<file path="config.mk">
export PLATFORM = sky130hd
export DESIGN_NAME = sgnfmt_codec
export DESIGN_NICKNAME = d
export VERILOG_FILES = /design/src/rtl/sgnfmt_pkg.sv /design/src/rtl/sgnfmt_decoder.sv /design/src/rtl/sgnfmt_encoder.sv /design/src/rtl/sgnfmt_outstage.sv /design/src/rtl/sgnfmt_codec.sv
export SDC_FILE = /design/constraint.sdc
export NUM_CORES = 1
export LEC_CHECK = 0
export BUFFER_PORTS_ARGS = -buffer_cell sky130_fd_sc_hd__buf_2
export CAP_MARGIN = 10
export CORE_ASPECT_RATIO = 1.5
export CORE_MARGIN = 1.5
export CORE_UTILIZATION = 55
export CTS_CLUSTER_SIZE = 8
export DETAILED_ROUTE_END_ITERATION = 10
export MAX_ROUTING_LAYER = met4
export PLACE_DENSITY = 0.9
export SYNTH_ARGS = -nofsm -noshare
export SYNTH_HDL_FRONTEND = slang
export SYNTH_SLANG_ARGS = --single-unit
</file>
<file path="constraint.sdc">
create_clock -name clk -period 5.9 [get_ports clk]
set_clock_uncertainty 0.15 [all_clocks]
set_input_delay 1.18 -clock clk [delete_from_list [all_inputs] [get_ports clk]]
set_output_delay 1.18 -clock clk [all_outputs]
set_load 0.01 [all_outputs]
</file>
<file path="src/rtl/sgnfmt_pkg.sv">
package sgnfmt_pkg;

  localparam int CW = 4;
  localparam int VW = 6;
  localparam int FW = 3;

  typedef enum logic [FW-1:0] {
    FMT_UNS  = 3'd0,
    FMT_SGM  = 3'd1,
    FMT_ONC  = 3'd2,
    FMT_TWC  = 3'd3,
    FMT_EX8  = 3'd4,
    FMT_NEG2 = 3'd5
  } fmt_e;

  localparam logic signed [VW-1:0] EX_BIAS  = VW'(1 << (CW - 1));
  localparam logic        [VW-1:0] NEG2_MSK = VW'(10);

  function automatic logic fmt_legal(logic [FW-1:0] f);
    return f <= FMT_NEG2;
  endfunction

  function automatic logic signed [VW-1:0] zext(logic [CW-1:0] c);
    return $signed({{(VW-CW){1'b0}}, c});
  endfunction

  function automatic logic signed [VW-1:0] sext(logic [CW-1:0] c);
    return $signed({{(VW-CW){c[CW-1]}}, c});
  endfunction

  // Weighted sum with alternating signs of the bit weights.
  function automatic logic signed [VW-1:0] neg2_sum(logic [CW-1:0] c);
    logic signed [VW-1:0] acc;
    acc = '0;
    for (int i = 0; i < CW; i++) begin
      if (c[i]) begin
        if (i % 2 == 1) acc = acc - VW'(1 << i);
        else            acc = acc + VW'(1 << i);
      end
    end
    return acc;
  endfunction

  function automatic logic signed [VW-1:0] range_lo(logic [FW-1:0] f);
    case (f)
      FMT_UNS:          return '0;
      FMT_SGM, FMT_ONC: return -VW'((1 << (CW - 1)) - 1);
      FMT_TWC, FMT_EX8: return -EX_BIAS;
      FMT_NEG2:         return neg2_sum(4'b1010);
      default:          return '0;
    endcase
  endfunction

  function automatic logic signed [VW-1:0] range_hi(logic [FW-1:0] f);
    case (f)
      FMT_UNS:                   return VW'((1 << CW) - 1);
      FMT_SGM, FMT_ONC, FMT_TWC,
      FMT_EX8:                   return VW'((1 << (CW - 1)) - 1);
      FMT_NEG2:                  return neg2_sum(4'b0101);
      default:                   return '0;
    endcase
  endfunction

  function automatic logic signed [VW-1:0] decode_val(logic [FW-1:0] f, logic [CW-1:0] c);
    logic [CW-1:0] mag;
    mag = {1'b0, c[CW-2:0]};
    case (f)
      FMT_UNS:  return zext(c);
      FMT_SGM:  return c[CW-1] ? -zext(mag) : zext(mag);
      FMT_ONC:  return c[CW-1] ? -zext({1'b0, ~c[CW-2:0]}) : zext(mag);
      FMT_TWC:  return sext(c);
      FMT_EX8:  return zext(c) - EX_BIAS;
      FMT_NEG2: return neg2_sum(c);
      default:  return '0;
    endcase
  endfunction

  function automatic logic decode_negz(logic [FW-1:0] f, logic [CW-1:0] c);
    return ((f == FMT_SGM) && (c == {1'b1, {(CW-1){1'b0}}})) ||
           ((f == FMT_ONC) && (&c));
  endfunction

  function automatic logic [CW-1:0] encode_raw(logic [FW-1:0] f, logic signed [VW-1:0] v);
    logic signed [VW-1:0] mag;
    logic        [VW-1:0] tmp;
    mag = -v;
    tmp = '0;
    case (f)
      FMT_SGM:  tmp = v[VW-1] ? VW'({1'b1, mag[CW-2:0]}) : v;
      FMT_ONC:  tmp = v[VW-1] ? VW'(~{1'b0, mag[CW-2:0]}) : v;
      FMT_EX8:  tmp = v + EX_BIAS;
      FMT_NEG2: tmp = (v + NEG2_MSK) ^ NEG2_MSK;
      default:  tmp = v;
    endcase
    return tmp[CW-1:0];
  endfunction

endpackage

</file>
<file path="src/rtl/sgnfmt_decoder.sv">
module sgnfmt_decoder
  import sgnfmt_pkg::*;
(
  input  logic [FW-1:0]        fmt,
  input  logic [CW-1:0]        code,
  output logic signed [VW-1:0] value,
  output logic                 negz
);
  always_comb begin
    value = decode_val(fmt, code);
    negz  = decode_negz(fmt, code);
  end
endmodule

</file>
<file path="src/rtl/sgnfmt_encoder.sv">
module sgnfmt_encoder
  import sgnfmt_pkg::*;
(
  input  logic [FW-1:0]        fmt,
  input  logic signed [VW-1:0] value,
  output logic [CW-1:0]        code,
  output logic                 unrep
);
  logic in_range;

  always_comb begin
    in_range = fmt_legal(fmt) && (value >= range_lo(fmt)) && (value <= range_hi(fmt));
    unrep    = !in_range;
    code     = in_range ? encode_raw(fmt, value) : '0;
  end
endmodule

</file>
<file path="src/rtl/sgnfmt_outstage.sv">
module sgnfmt_outstage #(
  parameter int W       = 8,
  parameter bit OUT_REG = 1'b1
) (
  input  logic         clk,
  input  logic         rst_n,
  input  logic [W-1:0] d,
  output logic [W-1:0] q
);
  generate
    if (OUT_REG) begin : g_reg
      always_ff @(posedge clk) begin
        if (!rst_n) q <= '0;
        else        q <= d;
      end
    end else begin : g_wire
      assign q = d;
    end
  endgenerate
endmodule

</file>
<file path="src/rtl/sgnfmt_codec.sv">
module sgnfmt_codec
  import sgnfmt_pkg::*;
#(
  parameter bit OUT_REG = 1'b1
) (
  input  logic          clk,
  input  logic          rst_n,
  input  logic [2:0]    fmt_sel,
  input  logic [3:0]    dec_code,
  input  logic [5:0]    enc_value,
  output logic [5:0]    dec_value,
  output logic          dec_negzero,
  output logic [3:0]    enc_code,
  output logic          enc_unrep,
  output logic          fmt_err
);
  localparam int BUS_W = VW + CW + 3;

  logic signed [VW-1:0] dec_val_raw;
  logic                 dec_negz_raw;
  logic [CW-1:0]        enc_code_raw;
  logic                 enc_unrep_raw;
  logic                 fmt_bad;
  logic [BUS_W-1:0]     bus_d;
  logic [BUS_W-1:0]     bus_q;

  assign fmt_bad = !fmt_legal(fmt_sel);

  sgnfmt_decoder u_dec (
    .fmt   (fmt_sel),
    .code  (dec_code),
    .value (dec_val_raw),
    .negz  (dec_negz_raw)
  );

  sgnfmt_encoder u_enc (
    .fmt   (fmt_sel),
    .value ($signed(enc_value)),
    .code  (enc_code_raw),
    .unrep (enc_unrep_raw)
  );

  assign bus_d = {fmt_bad, dec_negz_raw, dec_val_raw, enc_unrep_raw, enc_code_raw};

  sgnfmt_outstage #(.W(BUS_W), .OUT_REG(OUT_REG)) u_out (
    .clk   (clk),
    .rst_n (rst_n),
    .d     (bus_d),
    .q     (bus_q)
  );

  assign {fmt_err, dec_negzero, dec_value, enc_unrep, enc_code} = bus_q;
endmodule

</file>
==> metrics list <==
- Outcome: finished clean
- Overall Power: 0.221 mW
* Data arrival time of the critical path: 3340 ps
- The number of clock buffers added by TritonCTS is 3.
- Counting I/O delays and the setup requirement, the final critical path takes 3350 ps.
- Number of placement rows: 19
- Share of the yosys chip area belonging to registers: 23.2%
- In this run the number of H-tree levels came out at 1.
- Counting every instance in the synthesized netlist gives 141.
* Clk sink count: 13
* Post-synthesis instance area: 1120 um2
- Timing-limited maximum frequency: 0.299 GHz
- The min-delay analysis places its worst path in the category input pin to flip-flop.
- By count the netlist is led by sky130_fd_sc_hd__ha_1 (20), sky130_fd_sc_hd__nor2_1 (14), sky130_fd_sc_hd__a21oi_1 (13), sky130_fd_sc_hd__dfxtp_1 (13), sky130_fd_sc_hd__inv_1 (11).
- The filler cells instantiated in the layout total 170.
- After detailed routing, the number of vias per cell comes to 6.10.
- Worst-case vdd ir drop: 0.000202 V
- Die Span Y: 58.3 um
- Effective utilization at floorplan: 59.7%
- Count of flip-flops with a built-in enable after synthesis: 0
* Area of placed instances: 1250 um2
- The Yosys step of the flow raised 0 warnings.
* Die area: 2320 um2
- Most flops, register: u_out.q
- Crit path max fanout: 13
- Cell area after layout: 1270 um2
- Number of nets in the finished design: 203
- Ys async rst share: 0%
* Number of flip-flops under the largest register name: 13
* Cell with the most instances after synthesis: sky130_fd_sc_hd__ha_1
- For this run, the slowest stage of the critical path takes 470 ps.
* Net count of the mapped netlist: 176
- Leading register cell type out of synthesis: sky130_fd_sc_hd__dfxtp_1
- Number of distinct library cells after synthesis: 38
* Critical path capture point type: flip-flop
* Ports placed on the boundary: 28
* Standby leakage power: 0.637 nW
- Part of the total power dissipated in sequential elements: 42.6%
- After detailed routing, the average wire length per cell comes to 14.6 um.
- Cell internal pwr: 0.149 mW
- Clock-pin transition on the worst setup and hold timing paths: 70 ps
* Maximum buffer depth of the clock tree: 2
- Final number of max-transition violations: 0
- DRC violation count after routing: 0
- Switching component of the power: 0.0721 mW
* Worst slew margin relative to its limit: 69.7%
- Die Span X: 39.9 um
* All-layer global routing usage: 27.5%
- 0 antenna diodes ended up in the layout.
* # Post-CTS Setup Buffers: 0
* Top flop regs: u_out.q x13
- The final layout contains routed wiring with a total length of 2750 um.
- HPWL after detailed placement: 2290 um
- Adding up every negative setup slack in the final design gives 0 ps.
* Fraction of power consumed by the clock network: 23.9%
* Hold-fix buffers, CTS: 0
- Least-Margin Pin Slew: 442 ps
- Power density of the placed cells: 174 nW/um2
- Initial antenna violation count: 0
- Setup violations remaining at the end of the flow were counted as 0.
- Once detail routing completed, the nets flagged for antenna violations numbered 0.
- Input and output buffers added on the ports amount to 27.
- After synthesis the netlist holds a flip-flop and latch count of 13.
- Multi-input logic area: 777 um2
* Path type of the worst setup path: input pin to flip-flop
- Number of failing hold endpoints at the final stage: 0
- Number of detailed-route iterations in the first pass: 4
- Dividing the final minimum period by the clock period gives 56.7%.
- Once the clock tree was built, the resizer swapped 0 gates to a different size.
* Storage element area: 260 um2
- Maxcap violations: 0
* Slowest CP cell: sky130_fd_sc_hd__a2111oi_0
* Critical path cell sequence: buf_2 -> clkinv_1 -> a21o_1 -> ha_1 -> a21o_1 -> a2111oi_0 -> o21ai_0 -> nand4_1 -> a31oi_2
- In the final layout, the share of cells above drive strength 1 is 21.6%.
- Core area: 1880 um2
- Wire length of the first global-routing pass: 4400 um
- Net switching is 32.6% of the power.
- Layout overhead on the synthesized area: 13.6%
* Root buffer selected by CTS: sky130_fd_sc_hd__clkbuf_4
- The share of synthesized area in the top cell type comes to 23.2%.
- In this design, the critical path's most frequently occurring cell is sky130_fd_sc_hd__a21o_1.
- Overflow after GRT: 0
* Vias in the first global route: 1132
- Data on the critical path is required at its endpoint by 5890 ps.
* Part of the total power dissipated in combinational logic: 33.5%
* Top cells by area, synth: sky130_fd_sc_hd__dfxtp_1 (23%), sky130_fd_sc_hd__ha_1 (22%), sky130_fd_sc_hd__a21oi_1 (5.8%), sky130_fd_sc_hd__nor2_1 (4.7%), sky130_fd_sc_hd__inv_1 (3.7%)
- At the end of routability-driven placement, the weighted congestion stood at 0.908.
- Of all cell types, the one taking the most synthesized area is sky130_fd_sc_hd__dfxtp_1.
- Pin count of the biggest net entering global routing: 19
- Total number of vias: 1146
- The worst setup path is launched from an input pin.
- TritonCTS clock tree: built
- Setup repair after global routing left no endpoint under its margin.
* Mean instance size in the synthesized netlist: 7.95 um2
- After the first detailed-routing iteration, the DRC count stood at 64.
power groups by stage:
stage	registers [mW]	clock network [mW]	logic, mW
2_1_floorplan	0.0994	0	0.0454
3_3_place_gp	0.0961	0	0.0689
3_5_place_dp	0.0963	0	0.0730
4_1_cts	0.0942	0.0532	0.0733
5_1_grt	0.0949	0.0563	0.0824
6_report	0.0942	0.0528	0.0740
worst paths after layout:
kind,startpoint,to,slack [ps],cells after the start
worst max-delay path,fmt_sel[1],u_out.q[2],2550,9
worst min-delay path,rst_n,u_out.q[6],1030,2
metrics by stage:
stage | worst slack [ps] | hold slack [ps] | util (%) | instances
after floorplan | 2680 | 1150 | - | 141
after CTS | 2630 | 1020 | 67.8 | 188
final | 2550 | 1030 | 67.8 | 188
after global routing | 2450 | 1040 | 67.8 | 188
after global placement | 2560 | 1300 | 66.4 | 184
after detailed placement | 2340 | 1310 | 66.4 | 184
worst max-delay path: cells and delay by family:
| kind | cells | cell delay, ps |
|---|---|---|
| AO/OA/AOI/OAI | 5 | 1160 |
| adder cells (fa/ha/maj) | 1 | 290 |
| buffers and inverters | 2 | 490 |
| AND/OR/NAND/NOR | 1 | 220 |
cell families (layout without fill, tap and decap cells):
kind of cell	count (synthesis)	after routing	synth area share (%)
xor+xnor	1	1	0.781
compound gates	40	40	24.0
buf+inv	18	44	7.48
fa+ha+maj	20	20	22.3
flops	13	13	23.2
simple gates	49	49	22.2
routing by layer:
metal	part of all wire, %	track usage (%)
met5	0	-
met4	5.1	13.8
met1	36	25.0
met3	4.2	6.04
met2	55	49.3
final cells by class:
class / instances / area share (%)
Sequential cell: 13 / 20.4
Inverter: 13 / 3.83
Tap cell: 21 / 2.06
Clock buffer: 4 / 2.06
Multi-Input combinational cell: 110 / 61.0
Timing Repair Buffer: 27 / 10.6
cells in the final DEF (no fill, tap or decap), types with 2 or more instances in the layout:
cell type	n
sky130_fd_sc_hd__a21o_1	2
sky130_fd_sc_hd__a21oi_1	13
sky130_fd_sc_hd__a22oi_1	2
sky130_fd_sc_hd__a31oi_1	5
sky130_fd_sc_hd__buf_2	27
sky130_fd_sc_hd__clkbuf_4	3
sky130_fd_sc_hd__dfxtp_1	13
sky130_fd_sc_hd__ha_1	20
sky130_fd_sc_hd__inv_1	11
sky130_fd_sc_hd__nand2_1	10
sky130_fd_sc_hd__nand2b_1	6
sky130_fd_sc_hd__nand3_1	2
sky130_fd_sc_hd__nand4_1	4
sky130_fd_sc_hd__nor2_1	14
sky130_fd_sc_hd__nor2b_1	3
sky130_fd_sc_hd__nor3_1	4
sky130_fd_sc_hd__o211ai_1	2
sky130_fd_sc_hd__o21ai_0	5
sky130_fd_sc_hd__o22ai_1	2
No activity file was read; power rests on OpenSTA's default activity.
